$ cat src/rtl/tbe_pkg.sv
package tbe_pkg;

  // 3-of-5 majority: true when at least three inputs are high
  function automatic logic maj5(input logic [4:0] w);
    logic [2:0] sum;
    sum = 3'(w[0]) + 3'(w[1]) + 3'(w[2]) + 3'(w[3]) + 3'(w[4]);
    return sum >= 3'd3;
  endfunction

  // Three-tap boundary cell: two ones below, a zero above
  function automatic logic edge3(input logic lo2, input logic lo1, input logic hi);
    return lo2 & lo1 & ~hi;
  endfunction

endpackage

$ cat src/rtl/tbe_vote.sv
module tbe_vote #(
  parameter int M = 15
) (
  input  logic         clk,
  input  logic         rst,
  input  logic [M-1:0] raw_i,
  output logic [M-1:0] filt_o
);
  import tbe_pkg::*;

  // padded view: two forced ones below, two forced zeros above
  logic [M+3:0] pad;
  assign pad = {2'b00, raw_i, 2'b11};

  for (genvar g = 0; g < M; g++) begin : g_cell
    assign filt_o[g] = maj5(pad[g+4:g]);
  end

  logic raw_clean;
  assign raw_clean = ((raw_i + 1'b1) & raw_i) == '0;

  AST_MAJ_KEEPS_THERM: assert property (@(posedge clk) disable iff (rst)
    raw_clean |-> (filt_o == raw_i));
endmodule

$ cat src/rtl/tbe_boundary.sv
module tbe_boundary #(
  parameter int M = 15
) (
  input  logic         clk,
  input  logic         rst,
  input  logic [M-1:0] therm_i,
  output logic [M:0]   hit_o
);
  import tbe_pkg::*;

  // p[k+1] holds position k; p[0] = position -1, p[M+2] = position M+1
  logic [M+2:0] p;
  assign p = {1'b0, therm_i, 2'b11};

  for (genvar k = 0; k <= M; k++) begin : g_cell
    assign hit_o[k] = edge3(p[k], p[k+1], p[k+2]);
  end

  logic therm_clean;
  assign therm_clean = ((therm_i + 1'b1) & therm_i) == '0;

  AST_SINGLE_HIT: assert property (@(posedge clk) disable iff (rst)
    therm_clean |-> $onehot(hit_o));
  AST_HIT_PRESENT: assert property (@(posedge clk) disable iff (rst)
    $countones(hit_o) >= 1);
endmodule

$ cat src/rtl/tbe_or_encoder.sv
module tbe_or_encoder #(
  parameter int N = 4,
  parameter int M = 15
) (
  input  logic         clk,
  input  logic         rst,
  input  logic [M:0]   hit_i,
  output logic [N-1:0] bin_o
);
  // column of the ROM: which rows carry a one in output bit b
  function automatic logic [M:0] col_mask(input int b);
    logic [M:0] m;
    for (int k = 0; k <= M; k++) m[k] = ((k >> b) & 1) == 1;
    return m;
  endfunction

  for (genvar b = 0; b < N; b++) begin : g_col
    localparam logic [M:0] MASK = col_mask(b);
    assign bin_o[b] = |(hit_i & MASK);
  end

  AST_ENC_SELECTS: assert property (@(posedge clk) disable iff (rst)
    $onehot(hit_i) |-> hit_i[bin_o]);
endmodule

$ cat src/rtl/therm_bin_encoder.sv
module therm_bin_encoder #(
  parameter int N = 4,
  localparam int M = (1 << N) - 1
) (
  input  logic         clk,
  input  logic         rst,
  input  logic         majority_en,
  input  logic [M-1:0] comp_i,
  output logic [N-1:0] code_o
);
  logic [M-1:0] comp_q;
  logic [M-1:0] filt;
  logic [M-1:0] sel;
  logic [M:0]   hit;
  logic [N-1:0] enc;

  always_ff @(posedge clk) begin
    if (rst) comp_q <= '0;
    else     comp_q <= comp_i;
  end

  tbe_vote #(.M(M)) u_vote (
    .clk(clk), .rst(rst), .raw_i(comp_q), .filt_o(filt)
  );

  assign sel = majority_en ? filt : comp_q;

  tbe_boundary #(.M(M)) u_bnd (
    .clk(clk), .rst(rst), .therm_i(sel), .hit_o(hit)
  );

  tbe_or_encoder #(.N(N), .M(M)) u_enc (
    .clk(clk), .rst(rst), .hit_i(hit), .bin_o(enc)
  );

  always_ff @(posedge clk) begin
    if (rst) code_o <= '0;
    else     code_o <= enc;
  end

  logic q_clean;
  assign q_clean = ((comp_q + 1'b1) & comp_q) == '0;

  AST_RESET_CLEAR: assert property (@(posedge clk)
    $past(rst) |-> (code_o == '0));
  AST_CLEAN_CODE: assert property (@(posedge clk) disable iff (rst)
    q_clean |=> (int'(code_o) == $past($countones(comp_q))));
endmodule

$ cat config.mk
export PLATFORM = sky130hd
export DESIGN_NAME = therm_bin_encoder
export DESIGN_NICKNAME = d
export VERILOG_FILES = /design/src/rtl/tbe_pkg.sv /design/src/rtl/tbe_vote.sv /design/src/rtl/tbe_boundary.sv /design/src/rtl/tbe_or_encoder.sv /design/src/rtl/therm_bin_encoder.sv
export SDC_FILE = /design/constraint.sdc
export NUM_CORES = 1
export LEC_CHECK = 0
export CORE_MARGIN = 4
export CORE_UTILIZATION = 60
export CTS_BUF_LIST = sky130_fd_sc_hd__clkbuf_4 sky130_fd_sc_hd__clkbuf_8 sky130_fd_sc_hd__clkbuf_16
export DETAILED_ROUTE_END_ITERATION = 8
export PLACE_DENSITY = 0.88
export SLEW_MARGIN = 20
export SYNTH_ARGS = -nofsm -noshare
export SYNTH_HDL_FRONTEND = slang
export SYNTH_SLANG_ARGS = --single-unit
$ cat constraint.sdc
create_clock -name clk -period 7.5 [get_ports clk]
set_clock_uncertainty 0.15 [all_clocks]
set_input_delay 1.5 -clock clk [delete_from_list [all_inputs] [get_ports clk]]
set_output_delay 1.5 -clock clk [all_outputs]
set_load 0.05 [all_outputs]
==> run_results.csv <==
group,metric,value,unit
global_routing,grt_max_degree,25,
drt,wirelength,3.427,mm
timing,hold_viol_final,0,
yosys,synth_area_leaders,"fa_1 25%, ha_1 18%, dfxtp_1 18%",
critical_path,r2r_start,"comp_q[0]$_SDFF_PP0_",
power_and_ir_drop,p_total,0.3104,mW
power_and_ir_drop,p_leak,1.115,nW
yosys,ys_warn_count,0,
timing,tightestPinTransition,1.052,ns
timing,slew_violations,0,
cts,numCtsBuffers,3,
cts,tritoncts,"yes",
yosys,syn_area,2135,µm²
cts,clock_sinks,19,
critical_path,critPathKind,"input pin to register",
power_and_ir_drop,ir_worst_vdd,0.1044,mV
yosys,avgSynthCellArea,9.747,µm²
drt,route.met3.wl,110,µm
yosys,synth_common_cells,"56 x inv_1, 31 x ha_1, 27 x fa_1, 20 x nor2b_1, 19 x dfxtp_1",
floorplanning,die_h,67.65,µm
timing,setup_viol,0,
layout,design_area,2375,µm²
yosys,synth_nets,295,
yosys,synth_top_flop_cell,"dfxtp_1",
drt,drt_iter0_drc,49,
cts,cts_resized,0,
drt,wl_met1,1.542,mm
cts,insertion_delay,0.31,ns
placed_design,place_hpwl,3.014,mm
yosys,synthDominantCellAreaShare,25.32,%
drt,route.met2.wl,1.746,mm
critical_path,cp_top_family,"buffers and inverters",
power_and_ir_drop,power.density,130.7,nW/µm²
timing,min_period,3.511,ns
yosys,ys_types,29,
layout,drive_gt1_share,7.083,%
drt,ant_nets,0,
yosys,synth_top_area_cell,"fa_1",
yosys,synthArstFlopShare,0,%
yosys,ys_ff_latch,19,
floorplanning,rows,21,
yosys,netlist_instances,219,
critical_path,critPathRequiredTime,7.52,ns
run,cap_viol_max_count,0,
floorplanning,fp.dieW,67.65,µm
global_routing,first_global_vias,1473,
yosys,synth_edf_count,0,
layout,area_delta_synth_final,11.25,%
status,status,"finished clean",
cts,postCtsSetupBuffers,0,
critical_path,end_kind,"register",
cts,htree_num_levels,1,
drt,wl_per_cell,11.98,µm
global_routing,antenna_found_initial,0,
global_routing,grt_pass1_wl,6.272,mm
cts,cts_buffer_depth,2,
floorplanning,die_area,4576,µm²
worst_hold_path,min_path_type,"register to register",
critical_path,crit_path_start,"majority_en",
layout,nFillCells,256,
cts,hold_buffers,0,
critical_path,cp_slowest_stage_delay,1.17,ns
placed_design,placement.io_buffers,21,
drt,top_layer_used,"met4",
global_routing,grt_overflow_total,0,
critical_path,path_cells,"clkdlybuf4s50_1 -> mux2_2 -> nor2b_1 -> o21ai_1 -> a41oi_1",
timing,relSlewSlack,29.66,%
layout,num_antenna_cells,0,
timing,rsz0062_at_grt,"no",
drt,vias,1434,
timing,fin_setup_tns,0,ns
global_routing,grt_use_total,17.83,%
timing,finalCritPeriodShare,46.81,%
cts,clkTransAtPathRegs,0.12,ns
critical_path,slowest_stage,"clkdlybuf4s50_1",
worst_hold_path,hp-start,"comp_q[3]$_SDFF_PP0_",
critical_path,arrival,3.53,ns
timing,fmax,0.2848,GHz
placed_design,dp_slack,3.651,ns
timing,setup_ws,3.989,ns
drt,vias_per_cell,5.014,
critical_path,critPathLaunchType,"input pin",
yosys,yosysMostFrequentCell,"inv_1",
placed_design,place_area,2347,µm²
floorplanning,core_area,3390,µm²
critical_path,timing.critical_path.buf_inv,1,
drt,route.detailed.drc,0,
placed_design,place_congestion,0.8146,
yosys,yosysSeqAreaShare,17.82,%
floorplanning,io_pins,22,
cts,root_buffer,"clkbuf_4",
drt,dr.pass1.iters,4,
critical_path,worstPathMaxFanout,24,
floorplanning,initial_utilization,62.98,%
layout,nets,317,
## cell type report
type / count / area (µm²) / area share, %
tap: 46 / 57.56 / 2.424
clock inverter: 1 / 5.005 / 0.2107
timing repair buffer: 21 / 210.2 / 8.851
inverter: 56 / 210.2 / 8.851
multi-input combinational: 140 / 1489 / 62.70
clock buffer: 3 / 22.52 / 0.9484
sequential: 19 / 380.4 / 16.02
## layer usage
layer  GRT usage, %  vias to the layer above
met3          3.993                        7
met2          31.11                       24
met5              0                        -
met4          2.278                        0
li1               -                      726
met1          23.04                      677
## power breakdown
group	leakage (nW)	total [mW]	switching (mW)	internal, mW
combinational	0.939	0.137	0.0742	0.0629
sequential	0.158	0.118	0.00881	0.109
clock	0.0177	0.0553	0.0353	0.0199
## cell usage in the layout, fill, tap and decap left out, types with 4 or more instances in the layout
cell	synthesis	routed
fa_1	27	27
clkdlybuf4s50_1	0	21
o21ai_1	6	6
nand2b_1	8	8
dfxtp_1	19	19
inv_1	56	56
ha_1	31	31
a21oi_1	8	8
nor2_1	7	7
a31oi_2	4	4
mux2_2	4	4
nor2b_1	20	20
## sequential cells by signal (all words and copies together), names as in the netlist
register  count
comp_q       15
code_o        4
## kinds of logic after synthesis
group           count (synthesis)  synth area share, %
flops                          19                17.82
mux                             6                3.517
fa+ha+maj                      58                43.49
compound gates                 33                10.38
simple gates                   43                12.37
buf+inv                        60                12.43
## worst register-to-register path: stages, from the launching register on
cell and delay [ns]:
dfxtp_1 0.45, inv_1 0.13, ha_1 0.33, fa_1 0.48, inv_1 0.05, ha_1 0.18, fa_1 0.48, a21oi_1 0.08
mux2_4 0.28, and2_1 0.14, o21ai_1 0.12, a41oi_1 0.12
## through the flow
step | std cells | hold slack (ns) | utilization (%)
after CTS | 286 | 0.6198 | 70.06
after global routing | 286 | 0.6763 | 70.06
after global placement | 282 | 0.5864 | 69.25
final | 286 | 0.6184 | 70.06
after detailed placement | 282 | 0.6013 | 69.25
after floorplan | 219 | 0.5237 | -
## worst paths after layout
check | to | slack, ns | cells past startpoint
setup / recovery | code_o[1]$_SDFF_PP0_ | 3.99 | 5
hold / removal | code_o[2]$_SDFF_PP0_ | 0.62 | 4
setup reg to reg | code_o[1]$_SDFF_PP0_ | 4.38 | 11
hold reg to reg | code_o[2]$_SDFF_PP0_ | 0.62 | 4
No activity file was read; power rests on OpenSTA's default activity.
